[config.mk]
export PLATFORM = sky130hd
export DESIGN_NAME = hl_clk_div
export DESIGN_NICKNAME = d
export VERILOG_FILES = /design/src/rtl/hl_div_pkg.sv /design/src/rtl/hl_rst_sync.sv /design/src/rtl/hl_cfg_decode.sv /design/src/rtl/hl_phase_seq.sv /design/src/rtl/hl_out_stage.sv /design/src/rtl/hl_clk_div.sv
export SDC_FILE = /design/constraint.sdc
export NUM_CORES = 1
export LEC_CHECK = 0
export CAP_MARGIN = 40
export CELL_PAD_IN_SITES_DETAIL_PLACEMENT = 0
export CELL_PAD_IN_SITES_GLOBAL_PLACEMENT = 1
export CORE_ASPECT_RATIO = 2
export CORE_MARGIN = 10
export CORE_UTILIZATION = 46
export CTS_CLUSTER_SIZE = 14
export DETAILED_ROUTE_END_ITERATION = 12
export HOLD_SLACK_MARGIN = 0.1
export PLACE_DENSITY = 0.82
export SKIP_CTS_REPAIR_TIMING = 1
export SYNTH_ARGS = -nofsm -noshare
export SYNTH_HDL_FRONTEND = slang
export SYNTH_HIERARCHICAL = 1
export SYNTH_SLANG_ARGS = --single-unit
export TNS_END_PERCENT = 100
[constraint.sdc]
create_clock -name clk_src_i -period 1.4 [get_ports clk_src_i]
set_clock_uncertainty 0.15 [all_clocks]
set_input_delay 0.21 -clock clk_src_i [delete_from_list [all_inputs] [get_ports clk_src_i]]
set_output_delay 0.21 -clock clk_src_i [all_outputs]
set_load 0.05 [all_outputs]
[src/rtl/hl_div_pkg.sv]
package hl_div_pkg;

  // Phase of the divided clock as seen by the sequencer
  typedef enum logic {
    PH_LOW  = 1'b0,
    PH_HIGH = 1'b1
  } phase_e;

  // Mode flags carried from decoder to sequencer
  typedef struct packed {
    logic byp;
    logic edge_on;
  } div_mode_t;

endpackage

[src/rtl/hl_rst_sync.sv]
module hl_rst_sync #(
  parameter int unsigned STAGES = 2
) (
  input  logic clk_i,
  input  logic arst_ni,
  output logic rst_no
);

  logic [STAGES-1:0] sync_q;
  logic [STAGES-1:0] sync_d;

  always_comb begin
    sync_d = {sync_q[STAGES-2:0], 1'b1};
  end

  always_ff @(posedge clk_i or negedge arst_ni) begin
    if (!arst_ni) begin
      sync_q <= '0;
    end else begin
      sync_q <= sync_d;
    end
  end

  assign rst_no = sync_q[STAGES-1];

endmodule

[src/rtl/hl_cfg_decode.sv]
module hl_cfg_decode
  import hl_div_pkg::*;
#(
  parameter int unsigned CNT_W = 6
) (
  input  logic [2*CNT_W+1:0] cfg_i,
  output logic [CNT_W-1:0]   hi_o,
  output logic [CNT_W-1:0]   lo_o,
  output div_mode_t          mode_o
);

  localparam int unsigned NFIELD   = 2;
  localparam int unsigned EDGE_POS = 2 * CNT_W;
  localparam int unsigned BYP_POS  = 2 * CNT_W + 1;

  logic [CNT_W-1:0] raw_f [NFIELD];
  logic [CNT_W-1:0] eff_f [NFIELD];

  // field 0 = low time, field 1 = high time
  for (genvar f = 0; f < NFIELD; f++) begin : g_field
    assign raw_f[f] = cfg_i[f*CNT_W +: CNT_W];
    always_comb begin
      if (raw_f[f] == '0) begin
        eff_f[f] = CNT_W'(1);
      end else begin
        eff_f[f] = raw_f[f];
      end
    end
  end

  assign lo_o           = eff_f[0];
  assign hi_o           = eff_f[1];
  assign mode_o.edge_on = cfg_i[EDGE_POS];
  assign mode_o.byp     = cfg_i[BYP_POS];

endmodule

[src/rtl/hl_phase_seq.sv]
module hl_phase_seq
  import hl_div_pkg::*;
#(
  parameter int unsigned CNT_W = 6
) (
  input  logic             clk_i,
  input  logic             rst_ni,
  input  logic [CNT_W-1:0] nxt_hi_i,
  input  logic [CNT_W-1:0] nxt_lo_i,
  input  div_mode_t        nxt_mode_i,
  output logic             phase_hi_o,
  output logic             pulse_o,
  output logic             byp_o,
  output logic             edge_o,
  output logic [CNT_W-1:0] cnt_o,
  output logic [CNT_W-1:0] act_hi_o,
  output logic [CNT_W-1:0] act_lo_o
);

  localparam logic [CNT_W-1:0] ONE = CNT_W'(1);

  phase_e           phase_q, phase_d;
  logic [CNT_W-1:0] cnt_q, cnt_d;
  logic             first_q, first_d;
  logic [CNT_W-1:0] act_hi_q, act_lo_q;
  div_mode_t        mode_q;
  logic             hi_last, lo_last, load_en;

  // next-state logic
  always_comb begin
    hi_last = (phase_q == PH_HIGH) && (cnt_q == ONE);
    lo_last = (phase_q == PH_LOW) && (cnt_q == ONE);
    load_en = mode_q.byp | lo_last;
    phase_d = phase_q;
    cnt_d   = cnt_q - ONE;
    first_d = 1'b0;
    if (load_en) begin
      phase_d = PH_HIGH;
      cnt_d   = nxt_hi_i;
      first_d = 1'b1;
    end else if (hi_last) begin
      phase_d = PH_LOW;
      cnt_d   = act_lo_q;
    end
  end

  // sequencer state: reset parks at the last low cycle so the first edge loads
  always_ff @(posedge clk_i or negedge rst_ni) begin
    if (!rst_ni) begin
      phase_q <= PH_LOW;
      cnt_q   <= ONE;
      first_q <= 1'b0;
    end else begin
      phase_q <= phase_d;
      cnt_q   <= cnt_d;
      first_q <= first_d;
    end
  end

  // active configuration, enabled only at a boundary
  always_ff @(posedge clk_i or negedge rst_ni) begin
    if (!rst_ni) begin
      act_hi_q <= ONE;
      act_lo_q <= ONE;
      mode_q   <= '0;
    end else if (load_en) begin
      act_hi_q <= nxt_hi_i;
      act_lo_q <= nxt_lo_i;
      mode_q   <= nxt_mode_i;
    end
  end

  assign phase_hi_o = (phase_q == PH_HIGH);
  assign pulse_o    = first_q;
  assign byp_o      = mode_q.byp;
  assign edge_o     = mode_q.edge_on;
  assign cnt_o      = cnt_q;
  assign act_hi_o   = act_hi_q;
  assign act_lo_o   = act_lo_q;

endmodule

[src/rtl/hl_out_stage.sv]
module hl_out_stage (
  input  logic clk_i,
  input  logic rst_ni,
  input  logic div_i,
  input  logic edge_i,
  input  logic byp_i,
  output logic clk_o
);

  logic neg_q;
  logic shaped;

  // half-cycle delayed copy of the divided phase
  always_ff @(negedge clk_i or negedge rst_ni) begin
    if (!rst_ni) begin
      neg_q <= 1'b0;
    end else begin
      neg_q <= div_i;
    end
  end

  always_comb begin
    shaped = div_i | (edge_i & neg_q);
    clk_o  = byp_i ? clk_i : shaped;
  end

endmodule

[src/rtl/hl_clk_div.sv]
module hl_clk_div
  import hl_div_pkg::*;
#(
  parameter int unsigned CNT_W      = 6,
  parameter int unsigned RST_STAGES = 2
) (
  input  logic               clk_src_i,
  input  logic               rst_ni,
  input  logic [2*CNT_W+1:0] cfg_i,
  output logic               clk_div_o,
  output logic               pulse_o
);

  logic             rst_sync_n;
  logic [CNT_W-1:0] nxt_hi, nxt_lo;
  div_mode_t        nxt_mode;
  logic             phase_hi, byp_act, edge_act;
  logic [CNT_W-1:0] cnt_cur, act_hi, act_lo;

  hl_rst_sync #(.STAGES(RST_STAGES)) u_rst (
    .clk_i   (clk_src_i),
    .arst_ni (rst_ni),
    .rst_no  (rst_sync_n)
  );

  hl_cfg_decode #(.CNT_W(CNT_W)) u_dec (
    .cfg_i  (cfg_i),
    .hi_o   (nxt_hi),
    .lo_o   (nxt_lo),
    .mode_o (nxt_mode)
  );

  hl_phase_seq #(.CNT_W(CNT_W)) u_seq (
    .clk_i      (clk_src_i),
    .rst_ni     (rst_sync_n),
    .nxt_hi_i   (nxt_hi),
    .nxt_lo_i   (nxt_lo),
    .nxt_mode_i (nxt_mode),
    .phase_hi_o (phase_hi),
    .pulse_o    (pulse_o),
    .byp_o      (byp_act),
    .edge_o     (edge_act),
    .cnt_o      (cnt_cur),
    .act_hi_o   (act_hi),
    .act_lo_o   (act_lo)
  );

  hl_out_stage u_out (
    .clk_i  (clk_src_i),
    .rst_ni (rst_sync_n),
    .div_i  (phase_hi),
    .edge_i (edge_act),
    .byp_i  (byp_act),
    .clk_o  (clk_div_o)
  );

endmodule

After elaboration in Yosys (flattened, before gate mapping)
Index checks and enable logic that the tools add are counted.

Word-level logic and storage cells: 27. Bits in registers: 19. Output and inout port bits: 2. Bits of input ports: 16.

Equal/unequal tests: 1. $add $sub $neg: 1. Multiplexer cells: 8. Bitwise logic cells: 4. Reduce and logical (&&, ||, !) cells: 5.

Operator list (number): 6-bit 2-to-1 mux (4); 6-bit logical NOT (2); 6-bit by 1-bit == test with 1-bit output, second input constant (1); 6-bit by 1-bit subtractor with 6-bit output, second input constant (1); 1-bit 2-to-1 mux (4); 1-bit logical AND (2); 1-bit OR (2); 2-bit nonzero test (1); 1-bit AND (1); 1-bit NOT (1).

Longest topological paths before layout
Gate-level depths: netlist of run 1.

Word-level depth: 4. Gate-level depth with buffers: 8. Gate-level depth less buffers: 6.

By module
Netlist of run 1, hierarchy kept.

By module, submodules not included: hl_phase_seq (area an instance 1073.5 µm², instances 1, sequential area each 554.3 µm², cells an instance 85); hl_cfg_decode (area an instance 95.1 µm², instances 1, sequential area each 0.0 µm², cells an instance 16); hl_rst_sync (area an instance 53.8 µm², instances 1, sequential area each 50.0 µm², cells an instance 3); hl_out_stage (area an instance 46.3 µm², instances 1, sequential area each 25.0 µm², cells an instance 4).

==> results of run 1 <==
==> metal layers <==
layer / vias up / part of all wire / global-route usage
li1: 411 / - / -
met1: 423 / 0.37 / 0.112
met2: 18 / 0.56 / 0.186
met3: 4 / 0.045 / 0.0272
met4: 0 / 0.021 / 0.0554
met5: - / 0 / 0
==> registers in the layout, indices dropped and copies added (netlist names) <==
name / count
u_seq/cnt_o: 6
u_seq/phase_hi_o: 1
u_seq/edge_o: 1
u_seq/byp_o: 1
u_out/neg_q: 1
u_seq/act_lo_o: 6
u_rst/sync_q: 2
u_seq/pulse_o: 1
==> worst max-delay path, stage by stage, from the launching register on <==
cell	delay, ps
dfrtn_1	340
a211oi_2	290
a21oi_4	50
buf_6	160
==> stage by stage <==
step,TNS [ps],hold WS (ps),cell area (µm²)
global route,-6360,177,1630
detailed placement,-6200,143,1430
finish,-5380,142,1630
CTS,-6660,-40.1,1480
global placement,-5910,141,1430
floorplan,-4910,-236,1140
==> area by class of cell <==
cell class                      instances  area (µm²)  area share
Inverter                                8        37.5      0.0231
Clock inverter                          1        3.75     0.00231
Timing Repair Buffer                   46         424       0.261
Tap cell                               26        32.5      0.0200
Sequential cell                        19         480       0.295
Multi-Input combinational cell         53         587       0.360
Clock buffer                            5        56.3      0.0346
Timing Repair inverter                  1        6.26     0.00384
==> power groups by stage <==
stage | Clock (mW) | Combinational (mW) | Sequential [mW]
after floorplan | 0.0985 | 0.947 | 1.02
after global placement | 0.124 | 1.45 | 0.996
after detailed placement | 0.124 | 1.47 | 1.01
after CTS | 0.514 | 1.49 | 0.999
after global routing | 0.557 | 2.00 | 1.04
final | 0.506 | 1.87 | 1.01
==> how the worst max path moves through the flow <==
stage	start	endpoint	cells after the start	slack, ps
5_1_grt	u_out/neg_q$_DFF_NN0_	clk_div_o	3	-810
2_1_floorplan	u_out/neg_q$_DFF_NN0_	clk_div_o	2	-430
6_report	u_out/neg_q$_DFF_NN0_	clk_div_o	3	-760
3_5_place_dp	u_out/neg_q$_DFF_NN0_	clk_div_o	3	-1020
4_1_cts	u_out/neg_q$_DFF_NN0_	clk_div_o	3	-1340
3_3_place_gp	u_out/neg_q$_DFF_NN0_	clk_div_o	3	-1010
==> metrics.txt, run 1 <==
outcome finished, violations left; failing checks setup timing; crit path kind register to output pin; CTS H-tree depth 1; WP data arrival between 1500 and 2000 ps; Remaining DRCs 0; commonest non-fill, non-tap cell in the layout buf_4; initial antenna violation count 0; CP max FO 1; die area approximately 4700 µm²; Data required, critical path 1040 ps; most frequent cells in the layout buf_4 (22), clkdlybuf4s50_1 (15), dfrtp_1 (14); ant diodes 0; first-pass GRT wire length slightly below 4000 µm; CTS tree built; Root Driver clkbuf_8; Std-Cell Rows 24; MaxCap Viol Count 0; routed vias/inst roughly 5.4; horizontal die dimension between 50 and 60 µm; vias in the first global route 885; worst skew pair latency between 200 and 300 ps; share of cells above drive strength 1 0.526; RSZ-0062 raised after global routing true; power density over cell area about 2100 nW/µm²; fill count 163; final core occ 0.743; die height ~90 µm; Top Ports 18; post-synthesis area per instance 10.9 µm²; setup ws final -757 ps; Area Overhead vs Synth 55.1%; Mapped Area roughly 1000 µm²; worst slack, placed -1020 ps; Leak Pwr ~0.7 nW; Power Total around 3.4 mW; largest net degree at the start of global routing 17; via total after detailed routing around 860; Hold Crit Class register to asynchronous set/reset pin; Final #Nets 152; Final Hold Vio Count 0; pins over their slew limit 0; Ys Warns 6; port bufs 17; Placer Congestion about 0.80; crit start category register; Worst-path clk slew 70 ps; Crit. End Element output pin; cells on worst reg2reg path 5; DP Cell Count about 150; final setup fails 18; RR Startpoint u_seq/cnt_o[0]$_DFF_PN1_; Post-DP HPWL between 1500 and 2000 µm; Switch Pwr 1.20 mW; DRT Pass-1 Iters 4; Post-Synthesis Net Count 114; Post-Route WL around 2600 µm; r2r endpoint u_seq/act_lo_o[3]$_DFFE_PN0P_; CTS Buffer Depth 2; CTS Buf Count 3; grt total ovfl 0; GRT Total Usage 0.107; DRT iter0 DRCs 23; Comb pwr share 0.552; Mapped Cells 96; register share of total power 0.299; WL/cell between 15 and 20 µm; Pint around 2.2 mW; core area between 2000 and 2500 µm²; Reg2Reg Setup Slack -340 ps; final std cells w/o fill roughly 160; Routed Antenna Nets 0; Sw Ratio 0.356; power share of the clock group 0.150; maximum vdd drop 1060 µV; initial core utilization 0.479
Note: power is estimated with default switching activity, not from simulation.
==> inputs of run 2 (changes only) <==
- PLACE_DENSITY: 0.82 -> unset
- PLACE_DENSITY_LB_ADDON: unset -> 0.12
==> metrics.txt, run 2 (synthesis results as in run 1) <==
Root Driver clkbuf_8; RSZ-0062 raised after global routing true; MaxCap Viol Count 0; most frequent cells in the layout buf_4 (23), clkdlybuf4s50_1 (15), dfrtp_1 (15); Leak Pwr 0.650 nW; final setup fails 17; CTS H-tree depth 1; CP max stage cell dfrtn_1; grt total ovfl 0; crit start category register; met2 Usage GRT 0.203; GRT Total Usage 0.113; first-pass GRT wire length between 4000 and 5000 µm; initial antenna violation count 0; WP data arrival about 1800 ps; CTS Buffer Depth 2; power share of the clock group 0.179; DRT iter0 DRCs 13; met3 GRT Util 0.0323; Remaining DRCs 0; Crit. End Element output pin; horizontal die dimension between 50 and 60 µm; CP max FO 1; share of cells above drive strength 1 0.472; Power Total 3.12 mW; maximum vdd drop between 1000 and 1500 µV; die height 87.6 µm; WL/cell ~16 µm; port bufs 17; commonest non-fill, non-tap cell in the layout buf_4; via total after detailed routing approximately 820; worst hold slack 81.3 ps; fill count between 150 and 200; die area between 4000 and 5000 µm²; Setup TNS -5310 ps; Worst-path clk slew 70 ps; most used routing layer in global routing met2; Final #Nets 146; outcome finished, violations left; Top Ports 18; Std-Cell Rows 24; ant diodes 0; Routed Antenna Nets 0; Post-Route WL approximately 2400 µm; routed vias/inst approximately 5.4; Pint roughly 2 mW; placed cell areas roughly 1400 µm²; Final Cell Area approximately 1500 µm²; Post-DP HPWL about 1900 µm; Placer Congestion approximately 0.76; vias in the first global route 883; CP bufs+invs 1; core area approximately 2200 µm²; Sw Ratio 0.350; pins over their slew limit 0; Comb pwr share 0.506; Area Overhead vs Synth 44.5%; final std cells w/o fill 153; initial core utilization 0.479; final core occ 0.692; critical path's top delay family flip-flops; setup ws final -750 ps; met1 usage 0.110; failing checks setup timing; CP Cell Sequence a211oi_2, a21oi_4, buf_6; power density over cell area 2060 nW/µm²; register share of total power 0.315; Switch Pwr 1.10 mW; worst slack, placed -1030 ps; worst stage delay on the critical path roughly 340 ps; worst skew pair latency between 200 and 300 ps; Setup crit start u_out/neg_q$_DFF_NN0_; CTS tree built; DRT Pass-1 Iters 4; DP Cell Count about 140; Hold Crit Class register to asynchronous set/reset pin; largest net degree at the start of global routing 17; Data required, critical path approximately 1000 ps; CTS Buf Count 3; Final Hold Vio Count 0; RR Startpoint u_seq/cnt_o[1]$_DFF_PN0_; crit path kind register to output pin
## run 2: changes by cell type in the layout (fill, tap and decap cells not counted), moves of 2 or more
cell    change
inv_4       -2
mux2_2      +2
mux2_4      -2
buf_6       -6
## run 2: area by class of cell
type	instances	area (µm²)	share of cell area
clock inverter	1	3.75	0.00248
clock buffer	5	66.3	0.0437
tap	26	32.5	0.0215
timing repair buffer	41	364	0.240
inverter	8	35.0	0.0231
sequential	19	479	0.316
multi-input combinational	53	536	0.353
## run 2: layer usage
layer,vias up,part of all wire
met5,-,0
met4,0,0.019
met3,6,0.053
met2,18,0.58
met1,403,0.35
li1,396,-
## run 2: worst paths after layout
| path | endpoint | slack [ps] | depth (start not counted) |
|---|---|---|---|
| worst max-delay path | clk_div_o | -750 | 3 |
| worst min-delay path | u_seq/cnt_o[1]$_DFF_PN0_ | 80 | 1 |
| worst max register to register | u_seq/cnt_o[4]$_DFF_PN0_ | -420 | 5 |
| worst min register to register | u_seq/cnt_o[1]$_DFF_PN0_ | 80 | 1 |
| max in group asynchronous | u_rst/sync_q[0]$_DFF_PN0_ | 460 | 2 |
| min in group clk_src_i | u_rst/sync_q[1]$_DFF_PN0_ | 230 | 0 |
## run 2: worst register-to-register path, delay by kind of cell (launching register included)
kind / cells / cell delay (ps)
compound gates: 2 / 240
fa+ha+maj: 1 / 140
buf+inv: 1 / 130
flops: 1 / 440
simple gates: 1 / 590
## run 2: power groups by stage
stage	registers (mW)	logic [mW]	clock network, mW
finish	0.985	1.58	0.560
global route	1.02	1.72	0.602
CTS	0.999	1.46	0.570
detailed placement	1.01	1.45	0.124
global placement	0.995	1.42	0.124
floorplan	1.02	0.947	0.0985
